<file path="src/rtl/dacw_pkg.sv">
package dacw_pkg;

   typedef enum logic [3:0] {
      ST_PWRUP,
      ST_IDLE,
      ST_RSTP,
      ST_LEAD,
      ST_SCKH,
      ST_SCKL,
      ST_LAG,
      ST_LDDLY,
      ST_LDW,
      ST_GAP
   } dacw_state_e;

   function automatic int imax(input int a, input int b);
      return (a > b) ? a : b;
   endfunction

endpackage

</file>
<file path="src/rtl/dacw_timer.sv">
// Down-counting phase timer: loaded with (length - 1) on phase entry,
// done reads high in the last cycle of the phase.
module dacw_timer #(
   parameter int CNT_W    = 8,
   parameter int INIT_VAL = 0
) (
   input  logic             clk,
   input  logic             rst_n,
   input  logic             load,
   input  logic [CNT_W-1:0] load_val,
   output logic             done
);

   logic [CNT_W-1:0] cnt_q;

   always_ff @(posedge clk or negedge rst_n) begin
      if (!rst_n)            cnt_q <= CNT_W'(INIT_VAL);
      else if (load)         cnt_q <= load_val;
      else if (cnt_q != '0)  cnt_q <= cnt_q - 1'b1;
   end

   assign done = (cnt_q == '0);

endmodule

</file>
<file path="src/rtl/dacw_shreg.sv">
// Serial word register: MSB presented on msb, shifted toward the MSB on
// each falling serial clock, with a count of bits already sent.
module dacw_shreg #(
   parameter int DATA_W = 16
) (
   input  logic              clk,
   input  logic              rst_n,
   input  logic              load,
   input  logic [DATA_W-1:0] load_data,
   input  logic              shift,
   output logic              msb,
   output logic              last
);

   localparam int CW = $clog2(DATA_W);

   logic [DATA_W-1:0] sr_q;
   logic [CW-1:0]     sent_q;

   always_ff @(posedge clk or negedge rst_n) begin
      if (!rst_n) begin
         sr_q   <= '0;
         sent_q <= '0;
      end else if (load) begin
         sr_q   <= load_data;
         sent_q <= '0;
      end else if (shift) begin
         sr_q   <= {sr_q[DATA_W-2:0], 1'b0};
         sent_q <= sent_q + 1'b1;
      end
   end

   assign msb  = sr_q[DATA_W-1];
   assign last = (sent_q == CW'(DATA_W-1));

   // the controller never asks for a shift beyond the final bit
   p_no_overshift_r3: assert property (@(posedge clk) disable iff (!rst_n)
      shift |-> !last);

   // a word is never reloaded in the middle of a frame
   p_no_midload_r3: assert property (@(posedge clk) disable iff (!rst_n)
      load |-> !shift);

endmodule

</file>
<file path="src/rtl/dac_wr_ctrl.sv">
module dac_wr_ctrl
   import dacw_pkg::*;
#(
   parameter int DATA_W       = 16,
   parameter int HALF_CYC     = 1,
   parameter int LEAD_CYC     = 1,
   parameter int LAG_CYC      = 1,
   parameter int GAP_CYC      = 2,
   parameter int LDAC_DLY_CYC = 2,
   parameter int LDAC_W_CYC   = 2,
   parameter int RST_W_CYC    = 1,
   parameter int PWRUP_CYC    = 500
) (
   input  logic              clk,
   input  logic              rst_n,
   input  logic              in_valid,
   output logic              in_ready,
   input  logic [DATA_W-1:0] in_data,
   input  logic              pulse_mode,
   input  logic              rst_req,
   output logic              dac_cs_n,
   output logic              dac_sclk,
   output logic              dac_sdi,
   output logic              dac_ldac_n,
   output logic              dac_rst_n
);

   localparam int N_TIM = 8;
   localparam int TIMING [N_TIM] = '{HALF_CYC, LEAD_CYC, LAG_CYC, GAP_CYC,
                                     LDAC_DLY_CYC, LDAC_W_CYC, RST_W_CYC, PWRUP_CYC};
   localparam int MAX_CYC = imax(imax(imax(HALF_CYC, LEAD_CYC), imax(LAG_CYC, GAP_CYC)),
                                 imax(imax(LDAC_DLY_CYC, LDAC_W_CYC), imax(RST_W_CYC, PWRUP_CYC)));
   localparam int CNT_W = $clog2(MAX_CYC + 1);

   localparam logic [CNT_W-1:0] TV_HALF = CNT_W'(HALF_CYC - 1);
   localparam logic [CNT_W-1:0] TV_LEAD = CNT_W'(LEAD_CYC - 1);
   localparam logic [CNT_W-1:0] TV_LAG  = CNT_W'(LAG_CYC - 1);
   localparam logic [CNT_W-1:0] TV_GAP  = CNT_W'(GAP_CYC - 1);
   localparam logic [CNT_W-1:0] TV_LDD  = CNT_W'(LDAC_DLY_CYC - 1);
   localparam logic [CNT_W-1:0] TV_LDW  = CNT_W'(LDAC_W_CYC - 1);
   localparam logic [CNT_W-1:0] TV_RSTW = CNT_W'(RST_W_CYC - 1);
   localparam logic [CNT_W-1:0] TV_PWUP = CNT_W'(PWRUP_CYC);

   // Elaboration-time parameter checks
   for (genvar gi = 0; gi < N_TIM; gi++) begin : g_tim_chk
      if (TIMING[gi] < 1) begin : g_bad
         $error("dac_wr_ctrl: timing parameter %0d must be at least one cycle", gi);
      end
   end
   if (DATA_W < 2) begin : g_bad_width
      $error("dac_wr_ctrl: DATA_W must be at least 2");
   end

   dacw_state_e      state_q, nstate;
   logic             t_load, t_done;
   logic [CNT_W-1:0] t_val;
   logic             sh_shift, sh_last, sh_msb;
   logic             accept;
   logic             pend_q;
   logic             mode_q, nmode;
   logic             cs_n_q, sclk_q, ldac_n_q, rstn_q;
   logic [CNT_W-1:0] up_cnt_q;

   assign in_ready = (state_q == ST_IDLE);
   assign accept   = in_valid && in_ready;
   assign nmode    = accept ? pulse_mode : mode_q;

   dacw_timer #(
      .CNT_W    (CNT_W),
      .INIT_VAL (PWRUP_CYC - 1)
   ) u_timer (
      .clk      (clk),
      .rst_n    (rst_n),
      .load     (t_load),
      .load_val (t_val),
      .done     (t_done)
   );

   dacw_shreg #(
      .DATA_W (DATA_W)
   ) u_shreg (
      .clk       (clk),
      .rst_n     (rst_n),
      .load      (accept),
      .load_data (in_data),
      .shift     (sh_shift),
      .msb       (sh_msb),
      .last      (sh_last)
   );

   // Phase sequencer
   always_comb begin
      nstate   = state_q;
      t_load   = 1'b0;
      t_val    = '0;
      sh_shift = 1'b0;
      unique case (state_q)
         ST_PWRUP: begin
            if (t_done) nstate = ST_IDLE;
         end
         ST_IDLE: begin
            if (rst_req) begin
               nstate = ST_RSTP;  t_load = 1'b1;  t_val = TV_RSTW;
            end else if (in_valid) begin
               nstate = ST_LEAD;  t_load = 1'b1;  t_val = TV_LEAD;
            end
         end
         ST_RSTP: begin
            if (t_done) begin
               if (pend_q) begin
                  nstate = ST_LEAD;  t_load = 1'b1;  t_val = TV_LEAD;
               end else begin
                  nstate = ST_IDLE;
               end
            end
         end
         ST_LEAD: begin
            if (t_done) begin
               nstate = ST_SCKH;  t_load = 1'b1;  t_val = TV_HALF;
            end
         end
         ST_SCKH: begin
            if (t_done) begin
               t_load = 1'b1;
               if (sh_last) begin
                  nstate = ST_LAG;   t_val = TV_LAG;
               end else begin
                  nstate = ST_SCKL;  t_val = TV_HALF;  sh_shift = 1'b1;
               end
            end
         end
         ST_SCKL: begin
            if (t_done) begin
               nstate = ST_SCKH;  t_load = 1'b1;  t_val = TV_HALF;
            end
         end
         ST_LAG: begin
            if (t_done) begin
               t_load = 1'b1;
               if (mode_q) begin
                  nstate = ST_LDDLY;  t_val = TV_LDD;
               end else begin
                  nstate = ST_GAP;    t_val = TV_GAP;
               end
            end
         end
         ST_LDDLY: begin
            if (t_done) begin
               nstate = ST_LDW;  t_load = 1'b1;  t_val = TV_LDW;
            end
         end
         ST_LDW: begin
            if (t_done) begin
               nstate = ST_GAP;  t_load = 1'b1;  t_val = TV_GAP;
            end
         end
         ST_GAP: begin
            if (t_done) nstate = ST_IDLE;
         end
         default: nstate = ST_IDLE;
      endcase
   end

   always_ff @(posedge clk or negedge rst_n) begin
      if (!rst_n) begin
         state_q <= ST_PWRUP;
         pend_q  <= 1'b0;
         mode_q  <= 1'b1;
      end else begin
         state_q <= nstate;
         mode_q  <= nmode;
         if (accept && rst_req)              pend_q <= 1'b1;
         else if (state_q == ST_RSTP && t_done) pend_q <= 1'b0;
      end
   end

   // Registered pin drivers, decoded from the next phase
   always_ff @(posedge clk or negedge rst_n) begin
      if (!rst_n) begin
         cs_n_q   <= 1'b1;
         sclk_q   <= 1'b0;
         ldac_n_q <= 1'b1;
         rstn_q   <= 1'b1;
      end else begin
         cs_n_q   <= !(nstate inside {ST_LEAD, ST_SCKH, ST_SCKL, ST_LAG});
         sclk_q   <= (nstate == ST_SCKH);
         ldac_n_q <= nmode ? (nstate != ST_LDW) : 1'b0;
         rstn_q   <= (nstate != ST_RSTP);
      end
   end

   assign dac_cs_n   = cs_n_q;
   assign dac_sclk   = sclk_q;
   assign dac_sdi    = sh_msb;
   assign dac_ldac_n = ldac_n_q;
   assign dac_rst_n  = rstn_q;

   // Cycles since reset, saturating at the power-up interval (checks only)
   always_ff @(posedge clk or negedge rst_n) begin
      if (!rst_n)                 up_cnt_q <= '0;
      else if (up_cnt_q != TV_PWUP) up_cnt_q <= up_cnt_q + 1'b1;
   end

   // readiness never precedes the full power-up interval
   p_pwrup_wait_r1: assert property (@(posedge clk) disable iff (!rst_n)
      in_ready |-> (up_cnt_q == TV_PWUP));

   // serial clock pulses only inside a frame
   p_sclk_in_frame_r3: assert property (@(posedge clk) disable iff (!rst_n)
      dac_sclk |-> !dac_cs_n);

   // data is steady on and across the high half of every pulse
   p_sdi_stable_r3: assert property (@(posedge clk) disable iff (!rst_n)
      dac_sclk |-> $stable(dac_sdi));

   // chip select opens with the clock low
   p_cs_open_low_r2: assert property (@(posedge clk) disable iff (!rst_n)
      $fell(dac_cs_n) |-> !dac_sclk);

   // in strobe mode the load line is never low with chip select low
   p_ldac_outside_r5: assert property (@(posedge clk) disable iff (!rst_n)
      (mode_q && !dac_ldac_n) |-> dac_cs_n);

   // a held-mode frame opens with the load line already low
   p_held_low_r6: assert property (@(posedge clk) disable iff (!rst_n)
      ($fell(dac_cs_n) && !mode_q) |-> !dac_ldac_n);

   // ready only with the link quiet
   p_ready_quiet_r7: assert property (@(posedge clk) disable iff (!rst_n)
      in_ready |-> (dac_cs_n && dac_rst_n && !dac_sclk));

   // no frame overlaps a reset pulse
   p_rst_no_frame_r8: assert property (@(posedge clk) disable iff (!rst_n)
      !dac_rst_n |-> dac_cs_n);

endmodule

</file>
<file path="config.mk">
export PLATFORM = sky130hd
export DESIGN_NAME = dac_wr_ctrl
export DESIGN_NICKNAME = d
export VERILOG_FILES = /design/src/rtl/dacw_pkg.sv /design/src/rtl/dacw_timer.sv /design/src/rtl/dacw_shreg.sv /design/src/rtl/dac_wr_ctrl.sv
export SDC_FILE = /design/constraint.sdc
export NUM_CORES = 1
export LEC_CHECK = 0
export BUFFER_PORTS_ARGS = -buffer_cell sky130_fd_sc_hd__buf_4
export CAP_MARGIN = 20
export CORE_UTILIZATION = 59
export CTS_BUF_LIST = sky130_fd_sc_hd__clkbuf_8
export CTS_CLUSTER_SIZE = 10
export DETAILED_ROUTE_END_ITERATION = 10
export PLACE_DENSITY = 0.85
export SETUP_SLACK_MARGIN = 0.15
export SLEW_MARGIN = 40
export SYNTH_ARGS = -nofsm -noshare
export SYNTH_HDL_FRONTEND = slang
export SYNTH_SLANG_ARGS = --single-unit
</file>
<file path="constraint.sdc">
create_clock -name clk -period 2.8 [get_ports clk]
set_input_delay 0.14 -clock clk [delete_from_list [all_inputs] [get_ports clk]]
set_output_delay 0.14 -clock clk [all_outputs]
set_load 0.005 [all_outputs]
</file>
-- Word level (Yosys, flattened, before mapping)
Index checks and enable logic that the tools add are counted.
- add/sub/neg operators: 2
- reduce and logical (&&, ||, !) cells: 15
- multiplexer cells: 34
- equality and inequality tests: 16
- operators with widths (kind ; number):
    two-way mux 4 bit ; 12
    two-way mux 16 bit ; 2
    case mux 4 bit (8 select lines) ; 1
    == test 4 x 3 -> 1 bit, second input constant ; 7
    two-way mux 9 bit ; 2
    two-way mux 1 bit ; 14
    == test 4 x 2 -> 1 bit, second input constant ; 3
    == test 4 bit, second input constant ; 3
    logical NOT 9 bit ; 1
    nonzero test 9 bit ; 1
    subtractor 9 x 1 -> 9 bit, second input constant ; 1
    nonzero test 2 bit ; 3
    OR reduction 6 bit ; 1
    adder 4 x 1 -> 4 bit, second input constant ; 1
    == test 4 x 1 -> 1 bit, second input constant ; 1
    logical NOT 4 bit ; 1
    two-way mux 2 bit ; 2
    inequality test 4 x 2 -> 1 bit, second input constant ; 1
    inequality test 4 bit, second input constant ; 1
    nonzero test 4 bit ; 1
    OR reduction 2 bit ; 2
    logical AND 1 bit ; 3
    case mux 1 bit (3 select lines) ; 1
    OR reduction 3 bit ; 1
    logical NOT 1 bit ; 1
- input bits: 21
- register bits after elaboration: 39
- word-level logic and storage cells: 77
- output and inout port bits: 6

-- Longest topological paths before layout
- word-level depth: 7
- depth in mapped cells: 9
- depth with buffers taken out: 8

-- By module
Synthesis repeated with hierarchy kept, for this count alone.
- cell total of the unflattened synthesis: 209
- area, all modules: 2129.5 sq um
- by module, submodules not included (module ; cells each ; sequential area each (sq um) ; area each (sq um) ; times used):
    dacw_shreg ; 87 ; 500.5 ; 940.9 ; 1
    dac_wr_ctrl ; 65 ; 255.2 ; 645.6 ; 1
    dacw_timer ; 57 ; 234.0 ; 543.0 ; 1

-- Worst setup path after synthesis
OpenSTA, ideal clock, no wires.
- path type: register to register
- start point: reg u_timer.cnt_q[0]
- end point: reg cs_n_q (netlist: dac_cs_n)
- buffers on the path: 1
- clock period less this slack: 2.136 ns
- required time: 2.725 ns
- slack: 0.664 ns
- arrival time: 2.060 ns
- cell stages (with the launch flop): 9
- setup time: 0.075 ns
- cells stage by stage: dfstp_2 -> inv_1 -> ha_1 -> or4b_1 -> or2_0 -> buf_2 -> o311a_4 -> nor2b_4 -> xnor2_1
- word-level cells in the longest chain between the ends: 6
- elaborated cells between the ends (all ways): 15
- those cells by class: eq/ne (4); mux (8); reduce/logical (3)
- RTL lines (element ; RTL line ; RTL):
    from (decl) ; dacw_timer.sv:14 ; logic [CNT_W-1:0] cnt_q;
    from (signal assigned) ; dacw_timer.sv:17 ; if (!rst_n) cnt_q <= CNT_W'(INIT_VAL);
    from (signal assigned) ; dacw_timer.sv:18 ; else if (load) cnt_q <= load_val;
    from (signal assigned) ; dacw_timer.sv:19 ; else if (cnt_q != '0) cnt_q <= cnt_q - 1'b1;
    logical NOT 9 bit * ; dacw_timer.sv:22 ; assign done = (cnt_q == '0);
    two-way mux 4 bit (tied with other cells) ; dac_wr_ctrl.sv:99, dac_wr_ctrl.sv:158 ;
    case mux 4 bit (8 select lines) * ; dac_wr_ctrl.sv:97 ; unique case (state_q)
    == test 4 x 2 -> 1 bit or == test 4 x 3 -> 1 bit (tied branches) ; dac_wr_ctrl.sv:185 ; cs_n_q <= !(nstate inside {ST_LEAD, ST_SCKH, ST_SCKL, ST_LAG});
    nonzero test 4 bit * ; dac_wr_ctrl.sv:185 ;
    logical NOT 1 bit * ; dac_wr_ctrl.sv:185 ;
    to (signal assigned) ; dac_wr_ctrl.sv:185 ;
    to (decl) ; dac_wr_ctrl.sv:61 ; logic cs_n_q, sclk_q, ldac_n_q, rstn_q;
Every way passes the cells marked *; elsewhere a longest branch is shown, timed or not.
A chain may end at the register's enable or synchronous reset.

-- Worst setup path in the final report
Same ends and word-level chain as after synthesis.

==> impl_metrics.py <==
metrics = {
    "route": {
        "drcViolationCount": 0,
        "detail_route.wl_per_cell_um": 14.9,
        "routed_wl_um": 4040,
        "drt.antenna.violating_nets": 0,
        "dr.pass1.iters": 5,
        "routed_via_density": 5.97,
        "dr.first_iter.drc_count": 144,
        "num_vias": 1623,
    },
    "cts": {
        "numCtsBuffers": 5,
        "cts_buffer_depth": 2,
        "root_buffer": "clkbuf_8",
        "ctsHtreeMaxLevel": 2,
        "path_clk_slew_ps": 70,
        "cts_setup_buffers": 0,
        "clock-sinks": 39,
        "hold_buffers": 1,
        "cts_tree": "yes",
        "worstSkewPairLatency_ps": 280,
        "cts_resized": 0,
    },
    "yosys": {
        "synth_top_cell_by_area": "dfrtp_1",
        "synth_top_family_by_area": "simple AND/OR/NAND/NOR gates",
        "synth_edf_count": 0,
        "synthDistinctLibCells": 46,
        "synth-seq-area-share_pct": 50.6,
        "yosysTopAreaCellShare_pct": 35.8,
        "synthMuxAreaShare_pct": 1.09,
        "async_flop_share_pct": 100,
        "synth_adder_area_share_pct": 1.92,
        "syn_inst": 204,
        "synth_simple_gate_area_share_pct": 23.0,
        "synth-compound-area-share_pct": 17.1,
        "synth_most_common_cell": "nand2_1",
        "ys.flop_type": "dfrtp_1",
        "ys_seq_elements": 39,
        "synth_area_um2": 1960,
        "syn-num-nets": 228,
        "synth_common_cells": "nand2_1, dfrtp_1, a22oi_1",
        "avgSynthCellArea_um2": 9.59,
        "synth-xor-area-share_pct": 2.69,
        "yosys-top-cells-area": "dfrtp_1, dfstp_2, nand2_1, a22oi_1, nor2_1",
        "yosysWarnings": 0,
    },
    "sta": {
        "clock_skew_ps": 3.11,
        "tightest_slew_ps": 644,
        "holdWs_ps": 58.3,
        "fin_setup_tns_ps": 0,
        "setup_viol": 0,
        "grt_setup_unrepaired": "no",
        "min_period_ps": 2340,
        "period_share_pct": 83.5,
        "layout_setup_ws_ps": 462,
        "fmax_mhz": 428,
        "maxSlewViolCount": 0,
        "slew_headroom_pct": 57.1,
        "hold_viol": 0,
    },
    "worst_setup_path": {
        "critPathMaxFanout": 6,
        "start_kind": "flop",
        "crit_required_ps": 3010,
        "cp.arrival_ps": 2550,
        "crit_type": "flop to flop",
        "rr_worst_depth": 7,
        "rr_startpoint": "u_timer.cnt_q[0]",
        "crit_path_end_kind": "flop",
        "worstPathCellList": "inv_1 -> ha_1 -> or4b_1 -> or2_0 -> o311a_4 -> nor2b_4 -> xnor2_1",
        "max_stage_delay_ps": 520,
        "r2r_end": "dac_cs_n",
        "crit_slowest_cell": "or4b_1",
        "r2r_slack_ps": 460,
    },
    "floorplanning": {
        "die_w_um": 59.6,
        "fp.coreArea_um2": 3100,
        "die_area_um2": 3550,
        "initial_core_util_pct": 63.1,
        "rows": 20,
        "ios": 27,
        "dieHeight_um": 59.6,
    },
    "cells_and_area": {
        "antennaDiodeCount": 0,
        "design_area_um2": 2300,
        "area_delta_synth_final_pct": 17.4,
        "fillers": 255,
        "nets": 251,
        "drive_above_1_share_pct": 22.8,
        "final_util_pct": 74.0,
    },
    "power": {
        "peakVddDrop_mv": 0.546,
        "powerDensity_nw_per_um2": 1060,
        "p_leak_nw": 1.07,
    },
    "global_route": {
        "gr-usage-all-layers_pct": 25.9,
        "grt_pass1_wl_um": 6890,
        "grt_max_degree": 40,
        "antenna_found_initial": 0,
        "gr-total-overflow": 0,
        "first_global_vias": 1580,
    },
    "job": {
        "max_cap_violations": 0,
    },
    "hold_path": {
        "hold_depth": 3,
        "worstHoldStart": "in_data[15]",
        "hold_end": "u_shreg.sr_q[15]",
        "hold_class": "primary input to flop",
    },
    "outcome": {
        "status": "finished, final reports clean",
    },
    "placement": {
        "dpl-instance-area_um2": 2170,
        "port_buffers": 26,
        "hpwl_um": 2820,
        "gp_congestion": 0.868,
        "place_ws_ps": 497,
    },
}
cell type report:
type / count / area (um2) / share of cell area (%)
timing repair buffer: 28 / 213 / 9.26
multi-input combinational: 147 / 900 / 39.2
tap: 44 / 55.1 / 2.40
clock inverter: 2 / 35.0 / 1.53
inverter: 6 / 22.5 / 0.980
sequential: 39 / 990 / 43.1
clock buffer: 6 / 82.6 / 3.59
metrics by stage:
step | power (W) | instances
4_1_cts | 0.00245 | 272
3_5_place_dp | 0.00196 | 263
5_1_grt | 0.00261 | 272
3_3_place_gp | 0.00189 | 263
6_report | 0.00245 | 272
2_1_floorplan | 0.00170 | 204
per-layer routing:
metal	wire (um)	vias to the layer above	global-route usage, %
li1	-	766	-
met2	2100	64	46.2
met3	185	4	6.11
met4	22	0	5.98
met1	1740	789	31.6
met5	0	-	0
where the power goes:
group          internal [W]  leakage, nW  total [W]  switching (W)
clock network      0.000288       0.0612   0.000482       0.000193
registers          0.000875        0.469    0.00113       0.000255
logic              0.000406        0.542   0.000833       0.000427
total               0.00157         1.07    0.00245       0.000876
how the worst max path moves through the flow:
| stage | start | endpoint | slack [ps] | cells after the start |
|---|---|---|---|---|
| finish | u_timer.cnt_q[0] | dac_cs_n | 460 | 7 |
| global route | u_timer.cnt_q[0] | dac_cs_n | 340 | 7 |
| CTS | u_timer.cnt_q[0] | dac_cs_n | 470 | 7 |
| detailed placement | u_timer.cnt_q[0] | dac_cs_n | 500 | 7 |
| global placement | u_timer.cnt_q[0] | dac_cs_n | 560 | 7 |
| floorplan | u_timer.cnt_q[0] | dac_cs_n | 660 | 8 |
layout by cell type, fill, tap and decap left out, types with 2 or more instances in the layout:
cell type | synthesis | layout
xor2_1 | 3 | 3
nand2b_1 | 3 | 3
clkbuf_8 | 0 | 6
dfstp_2 | 11 | 11
nor4_1 | 2 | 2
nor3b_1 | 3 | 3
nor3_1 | 4 | 4
a21o_1 | 2 | 2
nand3_1 | 7 | 7
a21oi_1 | 9 | 8
a22oi_1 | 14 | 14
or3_1 | 2 | 2
ha_1 | 3 | 3
o31ai_1 | 2 | 2
o21ai_0 | 9 | 9
o21a_1 | 3 | 3
nand4b_1 | 3 | 3
inv_1 | 6 | 6
nor2_1 | 13 | 13
xnor2_1 | 3 | 3
nand2_1 | 38 | 38
dfrtp_1 | 28 | 28
nand3b_1 | 2 | 2
buf_4 | 0 | 27
registers in the layout (all words and copies together), names as in the netlist:
name,flops
u_shreg.sr_q,16
u_timer.cnt_q,9
state_q,4
u_shreg.sent_q,4
dac_cs_n,1
dac_ldac_n,1
dac_rst_n,1
dac_sclk,1
mode_q,1
pend_q,1
worst max-delay path: cells and delay by family (launching register included):
family	cells	cell delay (ps)
fa+ha+maj	1	220
simple gates	3	1010
compound gates	1	440
buf+inv	1	90
xor+xnor	1	120
flops	1	390
kinds of logic after synthesis:
kind of cell	Yosys count
mux	2
flops	39
compound gates	48
fa+ha+maj	3
simple gates	88
xor+xnor	6
buf+inv	18
Power figures use the tool's default switching activity.
